## src/rtl/gx_pkg.sv

```systemverilog
package gx_pkg;
  // position within one transfer
  typedef enum logic [2:0] {
    PH_IDLE,
    PH_ADDR,
    PH_CMD,
    PH_WDATA,
    PH_RDATA,
    PH_SKIP
  } phase_t;

  // register selection carried by the command byte
  typedef enum logic [1:0] {
    SEL_PINS = 2'd0,
    SEL_OUT  = 2'd1,
    SEL_INV  = 2'd2,
    SEL_DIR  = 2'd3
  } sel_t;

  // upper six address bits; strap supplies the seventh
  localparam logic [5:0] ADDR_FIXED = 6'b010000;
endpackage

```

## src/rtl/gx_sync.sv

```systemverilog
module gx_sync #(
  parameter int          W      = 1,
  parameter int          STAGES = 2,
  parameter logic [W-1:0] INIT  = '0
) (
  input  logic         clk,
  input  logic         rst_n,
  input  logic [W-1:0] d,
  output logic [W-1:0] q
);
  logic [W-1:0] stage_q [STAGES];

  always_ff @(posedge clk or negedge rst_n) begin
    if (!rst_n) begin
      for (int i = 0; i < STAGES; i++) stage_q[i] <= INIT;
    end else begin
      stage_q[0] <= d;
      for (int i = 1; i < STAGES; i++) stage_q[i] <= stage_q[i-1];
    end
  end

  assign q = stage_q[STAGES-1];
endmodule

```

## src/rtl/gx_bus_cond.sv

```systemverilog
module gx_bus_cond (
  input  logic clk,
  input  logic rst_n,
  input  logic scl_s,
  input  logic sda_s,
  output logic scl_rise,
  output logic scl_fall,
  output logic start_det,
  output logic stop_det
);
  logic scl_q, sda_q;

  always_ff @(posedge clk or negedge rst_n) begin
    if (!rst_n) begin
      scl_q <= 1'b1;
      sda_q <= 1'b1;
    end else begin
      scl_q <= scl_s;
      sda_q <= sda_s;
    end
  end

  assign scl_rise  = !scl_q && scl_s;
  assign scl_fall  = scl_q && !scl_s;
  // SDA edges while SCL stays high mark the bus conditions
  assign start_det = scl_q && scl_s && sda_q && !sda_s;
  assign stop_det  = scl_q && scl_s && !sda_q && sda_s;
endmodule

```

## src/rtl/gx_engine.sv

```systemverilog
module gx_engine
  import gx_pkg::*;
#(
  parameter int DW = 8
) (
  input  logic          clk,
  input  logic          rst_n,
  input  logic          strap,
  input  logic          scl_s,
  input  logic          sda_s,
  input  logic          scl_rise,
  input  logic          scl_fall,
  input  logic          start_det,
  input  logic          stop_det,
  input  logic [DW-1:0] rd_data,
  output logic          sda_oe,
  output logic          wr_en,
  output logic [DW-1:0] wr_data,
  output sel_t          sel
);
  localparam int CW = $clog2(DW + 2);
  localparam logic [CW-1:0] BYTE_END = CW'(DW);
  localparam logic [CW-1:0] ACK_END  = CW'(DW + 1);

  phase_t        phase;
  logic [CW-1:0] bitcnt;
  logic [DW-1:0] sr, tx;
  logic          rw, wr_ok;
  logic          active, addr_hit, cmd_ok;

  assign active   = (phase != PH_IDLE) && (phase != PH_SKIP);
  assign addr_hit = sr[DW-1:1] == {ADDR_FIXED, strap};
  assign cmd_ok   = sr[DW-1:2] == '0;
  assign wr_data  = sr;

  always_ff @(posedge clk or negedge rst_n) begin
    if (!rst_n) begin
      phase  <= PH_IDLE;
      bitcnt <= '0;
      sr     <= '0;
      tx     <= '0;
      rw     <= 1'b0;
      wr_ok  <= 1'b0;
      sda_oe <= 1'b0;
      wr_en  <= 1'b0;
      sel    <= SEL_PINS;
    end else begin
      wr_en <= 1'b0;
      if (stop_det) begin
        phase  <= PH_IDLE;
        sda_oe <= 1'b0;
      end else if (start_det) begin
        phase  <= PH_ADDR;
        bitcnt <= '0;
        sda_oe <= 1'b0;
        wr_ok  <= 1'b0;
      end else if (scl_rise && active) begin
        if (bitcnt < BYTE_END) sr <= {sr[DW-2:0], sda_s};
        else if (phase == PH_RDATA && sda_s) phase <= PH_SKIP; // master NACK
        bitcnt <= bitcnt + 1'b1;
      end else if (scl_fall && active) begin
        if (bitcnt == BYTE_END) begin
          unique case (phase)
            PH_ADDR: begin
              rw <= sr[0];
              if (addr_hit) sda_oe <= 1'b1;
              else          phase  <= PH_SKIP;
            end
            PH_CMD: begin
              sda_oe <= 1'b1;
              wr_ok  <= cmd_ok;
              if (cmd_ok) sel <= sel_t'(sr[1:0]);
            end
            PH_WDATA: begin
              sda_oe <= 1'b1;
              wr_en  <= wr_ok;
            end
            default: sda_oe <= 1'b0;   // read byte done, master answers
          endcase
        end else if (bitcnt == ACK_END) begin
          bitcnt <= '0;
          if ((phase == PH_ADDR && rw) || phase == PH_RDATA) begin
            phase  <= PH_RDATA;
            sda_oe <= !rd_data[DW-1];
            tx     <= {rd_data[DW-2:0], 1'b0};
          end else begin
            sda_oe <= 1'b0;
            if (phase == PH_ADDR)     phase <= PH_CMD;
            else if (phase == PH_CMD) phase <= PH_WDATA;
          end
        end else if (phase == PH_RDATA) begin
          sda_oe <= !tx[DW-1];
          tx     <= {tx[DW-2:0], 1'b0};
        end
      end
    end
  end

  AST_SDA_STEADY_SCL_HIGH: assert property (@(posedge clk) disable iff (!rst_n)
    (scl_s && $past(scl_s)) |-> $stable(sda_oe));
endmodule

```

## src/rtl/gx_regfile.sv

```systemverilog
module gx_regfile
  import gx_pkg::*;
#(
  parameter int           DW      = 8,
  parameter logic [DW-1:0] OUT_RST = '1,
  parameter logic [DW-1:0] INV_RST = '0,
  parameter logic [DW-1:0] DIR_RST = '1
) (
  input  logic          clk,
  input  logic          rst_n,
  input  logic          wr_en,
  input  sel_t          sel,
  input  logic [DW-1:0] wr_data,
  input  logic [DW-1:0] pins_s,
  output logic [DW-1:0] rd_data,
  output logic [DW-1:0] port_out,
  output logic [DW-1:0] port_oe
);
  logic [DW-1:0] out_q, inv_q, dir_q;

  always_ff @(posedge clk or negedge rst_n) begin
    if (!rst_n) begin
      out_q <= OUT_RST;
      inv_q <= INV_RST;
      dir_q <= DIR_RST;
    end else if (wr_en) begin
      unique case (sel)
        SEL_OUT: out_q <= wr_data;
        SEL_INV: inv_q <= wr_data;
        SEL_DIR: dir_q <= wr_data;
        default: ;                    // pin view is read-only
      endcase
    end
  end

  always_comb begin
    unique case (sel)
      SEL_OUT: rd_data = out_q;
      SEL_INV: rd_data = inv_q;
      SEL_DIR: rd_data = dir_q;
      default: rd_data = pins_s ^ inv_q;
    endcase
  end

  assign port_out = out_q;
  for (genvar b = 0; b < DW; b++) begin : g_pin
    assign port_oe[b] = !dir_q[b];
  end

  AST_POWERUP_VALUES: assert property (@(posedge clk)
    !rst_n |=> (out_q == OUT_RST && inv_q == INV_RST && dir_q == DIR_RST));
  AST_PIN_VIEW_WRITE_DROPPED: assert property (@(posedge clk) disable iff (!rst_n)
    (wr_en && sel == SEL_PINS) |=> $stable({out_q, inv_q, dir_q}));
endmodule

```

## src/rtl/gpio_xpndr_i2c.sv

```systemverilog
module gpio_xpndr_i2c
  import gx_pkg::*;
#(
  parameter int          PORT_W      = 8,   // equals the bus byte width
  parameter int          SYNC_STAGES = 2,
  parameter logic [PORT_W-1:0] OUT_RST = '1,
  parameter logic [PORT_W-1:0] INV_RST = '0,
  parameter logic [PORT_W-1:0] DIR_RST = '1
) (
  input  logic              clk,
  input  logic              rst_n,
  input  logic              scl_i,
  input  logic              sda_i,
  output logic              sda_oe_o,
  input  logic              addr_strap_i,
  input  logic [PORT_W-1:0] port_i,
  output logic [PORT_W-1:0] port_o,
  output logic [PORT_W-1:0] port_oe_o
);
  logic              scl_s, sda_s;
  logic [PORT_W-1:0] pins_s;
  logic              scl_rise, scl_fall, start_det, stop_det;
  logic              wr_en;
  logic [PORT_W-1:0] wr_data, rd_data;
  sel_t              sel;

  gx_sync #(.W(2), .STAGES(SYNC_STAGES), .INIT(2'b11)) u_bus_sync (
    .clk(clk), .rst_n(rst_n), .d({scl_i, sda_i}), .q({scl_s, sda_s}));

  gx_sync #(.W(PORT_W), .STAGES(SYNC_STAGES), .INIT('0)) u_pin_sync (
    .clk(clk), .rst_n(rst_n), .d(port_i), .q(pins_s));

  gx_bus_cond u_cond (
    .clk(clk), .rst_n(rst_n), .scl_s(scl_s), .sda_s(sda_s),
    .scl_rise(scl_rise), .scl_fall(scl_fall),
    .start_det(start_det), .stop_det(stop_det));

  gx_engine #(.DW(PORT_W)) u_engine (
    .clk(clk), .rst_n(rst_n), .strap(addr_strap_i),
    .scl_s(scl_s), .sda_s(sda_s),
    .scl_rise(scl_rise), .scl_fall(scl_fall),
    .start_det(start_det), .stop_det(stop_det),
    .rd_data(rd_data), .sda_oe(sda_oe_o),
    .wr_en(wr_en), .wr_data(wr_data), .sel(sel));

  gx_regfile #(.DW(PORT_W), .OUT_RST(OUT_RST), .INV_RST(INV_RST), .DIR_RST(DIR_RST)) u_regs (
    .clk(clk), .rst_n(rst_n), .wr_en(wr_en), .sel(sel),
    .wr_data(wr_data), .pins_s(pins_s), .rd_data(rd_data),
    .port_out(port_o), .port_oe(port_oe_o));

  AST_STOP_RELEASES_SDA: assert property (@(posedge clk) disable iff (!rst_n)
    stop_det |=> !sda_oe_o);
  AST_WRITE_IN_SCL_LOW: assert property (@(posedge clk) disable iff (!rst_n)
    wr_en |-> !scl_s);
endmodule

```

## config.mk

```make
export PLATFORM = sky130hd
export DESIGN_NAME = gpio_xpndr_i2c
export DESIGN_NICKNAME = d
export VERILOG_FILES = /design/src/rtl/gx_pkg.sv /design/src/rtl/gx_sync.sv /design/src/rtl/gx_bus_cond.sv /design/src/rtl/gx_engine.sv /design/src/rtl/gx_regfile.sv /design/src/rtl/gpio_xpndr_i2c.sv
export SDC_FILE = /design/constraint.sdc
export NUM_CORES = 1
export LEC_CHECK = 0
export ABC_AREA = 0
export BUFFER_PORTS_ARGS = -buffer_cell sky130_fd_sc_hd__buf_2
export CAP_MARGIN = 15
export CORE_UTILIZATION = 40
export CTS_CLUSTER_DIAMETER = 50
export DETAILED_ROUTE_END_ITERATION = 7
export SLEW_MARGIN = 20
export SYNTH_ARGS = -nofsm -noshare
export SYNTH_HDL_FRONTEND = slang
export SYNTH_SLANG_ARGS = --single-unit
```

## constraint.sdc

```tcl
create_clock -name clk -period 2.15 [get_ports clk]
set_input_delay 0.43 -clock clk [delete_from_list [all_inputs] [get_ports clk]]
set_output_delay 0.43 -clock clk [all_outputs]
set_load 0.02 [all_outputs]
```

* After elaboration in Yosys (flattened, before gate mapping)
Index checks and enable logic that the tools add are counted.
Word-level totals: register bits 75
Operators by class: add/sub/neg operators 1, magnitude comparators 1, equal/unequal tests 21, multiplexer cells 43, bitwise logic cells 5, reduce and logical (&&, ||, !) cells 51
Operators with widths (number):
- $mux 3 | 13
- $mux 8 | 3
- $pmux 8 s3 | 1
- $reduce_and 7->1 | 3
- $mux 1 | 20
- $mux 4 | 5
- $logic_not 1->1 | 14
- $logic_and 1x1->1 | 12
- $reduce_and 4->1 | 3
- $reduce_bool 3->1 | 4
- $ne 5x4->1 const B | 2
- $reduce_bool 5->1 | 2
- $eq 4x4->1 const B | 2
- $ne 4x4->1 const B | 2
- $reduce_bool 2->1 | 4
- $xor 8x8->8 | 1
- $eq 7x6->1 | 1
- $ne 7x6->1 const B | 1
- $eq 3x2->1 const B | 2
- $logic_not 6->1 | 1
- $ne 3x3->1 const B | 2
- $reduce_and 2->1 | 3
- $reduce_and 6->1 | 1
- $ne 5x5->1 const B | 1
- other kinds (14) | 19

* Longest topological paths before layout
word-level depth 10, gate-level depth with buffers 8, mapped depth without buffers 7

* Modules after synthesis
From an unflattened synthesis, not the netlist that was laid out.
Second synthesis, totals: cells, all modules 293, area, all modules 3587.2 um^2
Modules (own cells, without submodules):
- gx_engine | times used 1, cells each 154, area an instance 1599.0 um^2
- gx_regfile | times used 1, cells each 103, area an instance 1322.5 um^2
- gx_sync (u_pin_sync) | times used 1, cells each 24, area an instance 460.4 um^2
- gx_sync (u_bus_sync) | times used 1, cells each 6, area an instance 120.1 um^2
- gx_bus_cond | times used 1, cells each 6, area an instance 85.1 um^2

* Worst setup path after synthesis
OpenSTA, ideal clock, no wires.
path type register -> register, start register u_engine.bitcnt[0], end register u_engine.tx[2], setup time 125 ps, arrival 1873 ps, setup slack 152 ps, cell stages (with the launch flop) 7, path buffers 1, period minus slack after synthesis 1998 ps, cell sequence dfrtp_1 -> inv_1 -> ha_1 -> and3b_1 -> buf_4 -> nor4_4 -> mux2_4
Between the ends: cells in the longest elaborated chain, start to end 3, elaborated cells on any way between the ends 7
RTL lines:
- from (decl) | RTL line gx_engine.sv:26 | logic [CW-1:0] bitcnt;
- from (signal assigned) | RTL line gx_engine.sv:60 | bitcnt <= bitcnt + 1'b1;
- $eq 4x4->1 (on tied branches) | RTL line gx_engine.sv:80, gx_engine.sv:62
- $ne 2x2->1 (no line), or another cell as far along
- $reduce_and 7->1 (no line)
- to (signal assigned) | RTL line gx_engine.sv:85 | tx <= {rd_data[DW-2:0], 1'b0};
- to (signal assigned) | RTL line gx_engine.sv:93 | tx <= {tx[DW-2:0], 1'b0};
- to (decl) | RTL line gx_engine.sv:27 | logic [DW-1:0] sr, tx;
Several ways; a longest one is shown, not always the timed one. A chain may end at the register's enable or synchronous reset.

* Final worst setup path
start register u_engine.bitcnt[0], end register u_engine.sel[1]
Between the ends: cells in the longest elaborated chain, start to end 2
RTL lines:
- $eq 4x4->1 | RTL line gx_engine.sv:62 | if (bitcnt == BYTE_END) begin
- $reduce_and 7->1 (no line)
- to (signal assigned) | RTL line gx_engine.sv:72 | if (cmd_ok) sel <= sel_t'(sr[1:0]);
- to (decl) | RTL line gx_engine.sv:19 | output sel_t sel
Every way passes these cells.

==> flow_metrics.tcl <==
set metrics [dict create \
    dieHeight_um 94.9 \
    numCtsBuffers 9 \
    fin_worst_skew_ps 9.32 \
    tns_ps 0 \
    rsz0062_at_grt "no" \
    syn_inst 279 \
    synth-seq-cells 74 \
    first_global_vias 2262 \
    drive_gt1_share_pct 44.3 \
    worst-r2r-setup-slack_ps 120 \
    vias 2279 \
    path_cells "inv_1 > ha_2 > and3b_2 > nand4b_2 > or4_4 > mux2_1" \
    grt_max_degree 34 \
    fillers 766 \
    reg2reg_to "u_engine.sel[1]" \
    die-area_um2 9010 \
    ctsRootBufferMaster "clkbuf_8" \
    syn_nets 295 \
    setup_violations 0 \
    cp_max_fo 5 \
    critical_path_class "flip-flop to flip-flop" \
    violations "negative hold slack" \
    cp.arrival_ps 2270 \
    track_usage_pct 17.0 \
    crit_path_start_kind "flip-flop" \
    ant_nets 0 \
    drtIter0Drc 50 \
    worstMarginPinSlew_ps 581 \
    fin_crit_sh_pct 94.6 \
    async_flop_share_pct 100 \
    gp_routability_congestion 0.893 \
    clock_path_buffers 2 \
    wl_per_cell_um 15.4 \
    end_kind "flip-flop" \
    grt_pass1_wl_um 11300 \
    drc 0 \
    clk_pin_slew_ps 80 \
    core-area_um2 8300 \
    crit_buf_inv 1 \
    cts_setup_buffers 0 \
    cts_tree "built" \
    initial_core_util_pct 41.6 \
    yosysUniqueCellTypes 48 \
    hold_class "primary input to async pin" \
    max-cap-violations 0 \
    portBuffers 29 \
    fmax_mhz 492 \
    cp_top_family "simple AND/OR/NAND/NOR gates" \
    io_pins 30 \
    status "complete, but fails checks" \
    grt_antenna_before_repair 0 \
    wl_um 6730 \
    hpwl_um 4760 \
    grt_overflow 0 \
    period_needed_ps 2030 \
    p_leak_nw 1.70 \
    required_ps 2390 \
    maxSlewHeadroom_pct 61.1 \
    cts_hold_buf 0 \
    fin_util_pct 48.2 \
    placementRows 33 \
    h-tree-depth 3 \
    cts.sinks 74 \
    r2r_cells 6 \
    slowest_delay_ps 530 \
    synth_edf_count 0 \
    drt-pass1-iter-count 4 \
    area_growth_pct 15.8 \
    crit_slowest_cell "or4_4" \
    whs_ps -2.56 \
    r2r-start "u_engine.bitcnt[0]" \
    syn-mean-instance-area_um2 12.4 \
    fin_nets 343 \
    die_w_um 94.9 \
    diodes 0 \
    hold_violations 4 \
    synth-seq-area-share_pct 54.4 \
    clock_latency_ps 350 \
    syn_area_um2 3450 \
    via_per_inst 5.22 \
    slew_viol_final 0 \
    ir_drop_uv 426 \
    ys.flop_type "dfrtp_1" \
    p_per_area_nw_per_um2 862 \
    yosysWarnings 0 \
]
==> placed cells by master, fill, tap and decap left out, types with 2 or more instances in the layout <==
cell type / count
a21oi_1: 14
a221oi_1: 2
buf_2: 28
buf_4: 19
clkbuf_8: 9
clkinv_2: 2
clkinv_4: 2
dfrtp_1: 52
dfstp_2: 22
ha_1: 2
inv_1: 10
mux2_1: 5
mux2_2: 42
mux2_4: 6
mux2i_1: 9
nand2_1: 19
nand3_1: 4
nand3b_1: 5
nor2_1: 13
nor2_2: 2
nor3_1: 9
nor3b_1: 3
o211ai_1: 2
o21a_1: 2
o21ai_0: 15
o21bai_1: 2
xnor2_1: 3
==> where the power goes <==
group | internal [W] | switching (W)
Clock | 0.000423 | 0.000532
Sequential | 0.00156 | 0.000221
Combinational | 0.000361 | 0.000356
Total | 0.00234 | 0.00111
==> cell usage after synthesis, types with 3 or more instances <==
| master | instances | area (um^2) |
|---|---|---|
| xnor2_1 | 3 | 26.3 |
| nand2_1 | 19 | 71.3 |
| ha_1 | 3 | 37.5 |
| a21oi_1 | 14 | 70.1 |
| mux2_2 | 42 | 473 |
| mux2_4 | 6 | 90.1 |
| buf_2 | 3 | 15.0 |
| mux2_1 | 5 | 56.3 |
| nor2_1 | 13 | 48.8 |
| a221oi_1 | 3 | 26.3 |
| o21ai_0 | 15 | 75.1 |
| mux2i_1 | 9 | 90.1 |
| clkbuf_1 | 3 | 11.3 |
| nand3_1 | 4 | 20.0 |
| nand3b_1 | 5 | 37.5 |
| nor3_1 | 9 | 45.0 |
| nor3b_1 | 3 | 22.5 |
| inv_1 | 11 | 41.3 |
| dfstp_2 | 22 | 578 |
| dfrtp_1 | 52 | 1300 |
==> per-stage QoR <==
stage | total power [W] | std cells | setup WS [ps] | area, um^2 | hold slack [ps]
3_3_place_gp | 0.00249 | 421 | 180 | 3810 | 331
2_1_floorplan | 0.00223 | 279 | 152 | 3450 | 134
3_5_place_dp | 0.00250 | 421 | 132 | 3810 | 336
4_1_cts | 0.00347 | 437 | 116 | 3980 | 4.91
6_report | 0.00345 | 437 | 116 | 4000 | -2.56
5_1_grt | 0.00364 | 437 | 15.8 | 4000 | 17.5
==> worst max-delay path by stage <==
stage	startpoint	to	slack (ps)	cells after the start
2_1_floorplan	u_engine.bitcnt[0]	u_engine.tx[2]	150	6
3_3_place_gp	u_engine.bitcnt[0]	u_engine.sel[0]	180	6
3_5_place_dp	u_engine.bitcnt[0]	u_engine.phase[0]	130	7
4_1_cts	u_engine.bitcnt[0]	u_engine.phase[0]	120	7
5_1_grt	u_bus_sync.q[1]	u_engine.wr_data[7]	20	5
6_report	u_engine.bitcnt[0]	u_engine.sel[1]	120	6
==> worst reg2reg max path: stages, from the launching register on <==
cell and delay, ps:
dfrtp_1 440, inv_1 80, ha_2 190, and3b_2 230, nand4b_2 140, or4_4 530
mux2_1 330
==> routing by layer <==
metal | share of wire (%) | vias up | global-route usage (%)
li1 | - | 1096 | -
met1 | 47 | 1137 | 22.6
met2 | 48 | 38 | 26.3
met3 | 3.8 | 8 | 5.07
met4 | 1.3 | 0 | 5.68
met5 | 0 | - | 0
==> state kept, by name, summed over array words and instances (netlist names) <==
| signal | count |
|---|---|
| u_engine.phase | 3 |
| u_engine.bitcnt | 4 |
| u_regs.dir_q | 8 |
| u_engine.tx | 7 |
| u_engine.wr_en | 1 |
| u_engine.sel | 2 |
| u_regs.port_out | 8 |
| u_bus_sync.stage_q | 2 |
| u_cond.sda_q | 1 |
| u_regs.inv_q | 8 |
| u_pin_sync.q | 8 |
| u_engine.rw | 1 |
| u_cond.scl_q | 1 |
| u_engine.sda_oe | 1 |
| u_engine.wr_data | 8 |
| u_engine.wr_ok | 1 |
| u_pin_sync.stage_q | 8 |
| u_bus_sync.q | 2 |
==> cell type report <==
class	instances	area (um^2)	area share [%]
tap	105	131	3.28
timing repair buffer	47	283	7.07
inverter	11	41.3	1.03
clock buffer	10	128	3.19
sequential	74	1880	47.0
clock inverter	6	43.8	1.09
multi-input combinational	184	1500	37.4
==> cell families after synthesis <==
| kind of cell | Yosys count | synth area share (%) |
|---|---|---|
| AO/OA/AOI/OAI | 47 | 8.84 |
| XOR/XNOR | 4 | 1.23 |
| adder cells (fa/ha/maj) | 3 | 1.09 |
| buffers and inverters | 21 | 2.82 |
| flip-flops | 74 | 54.4 |
| multiplexers | 62 | 20.5 |
| AND/OR/NAND/NOR | 68 | 11.1 |
==> repair_timing <==
action                                  CTS  global route
endpoints found under the setup margin    0             6
hold endpoints to repair                  0             0
resized for setup                         0             6
Power figures use the tool's default switching activity.
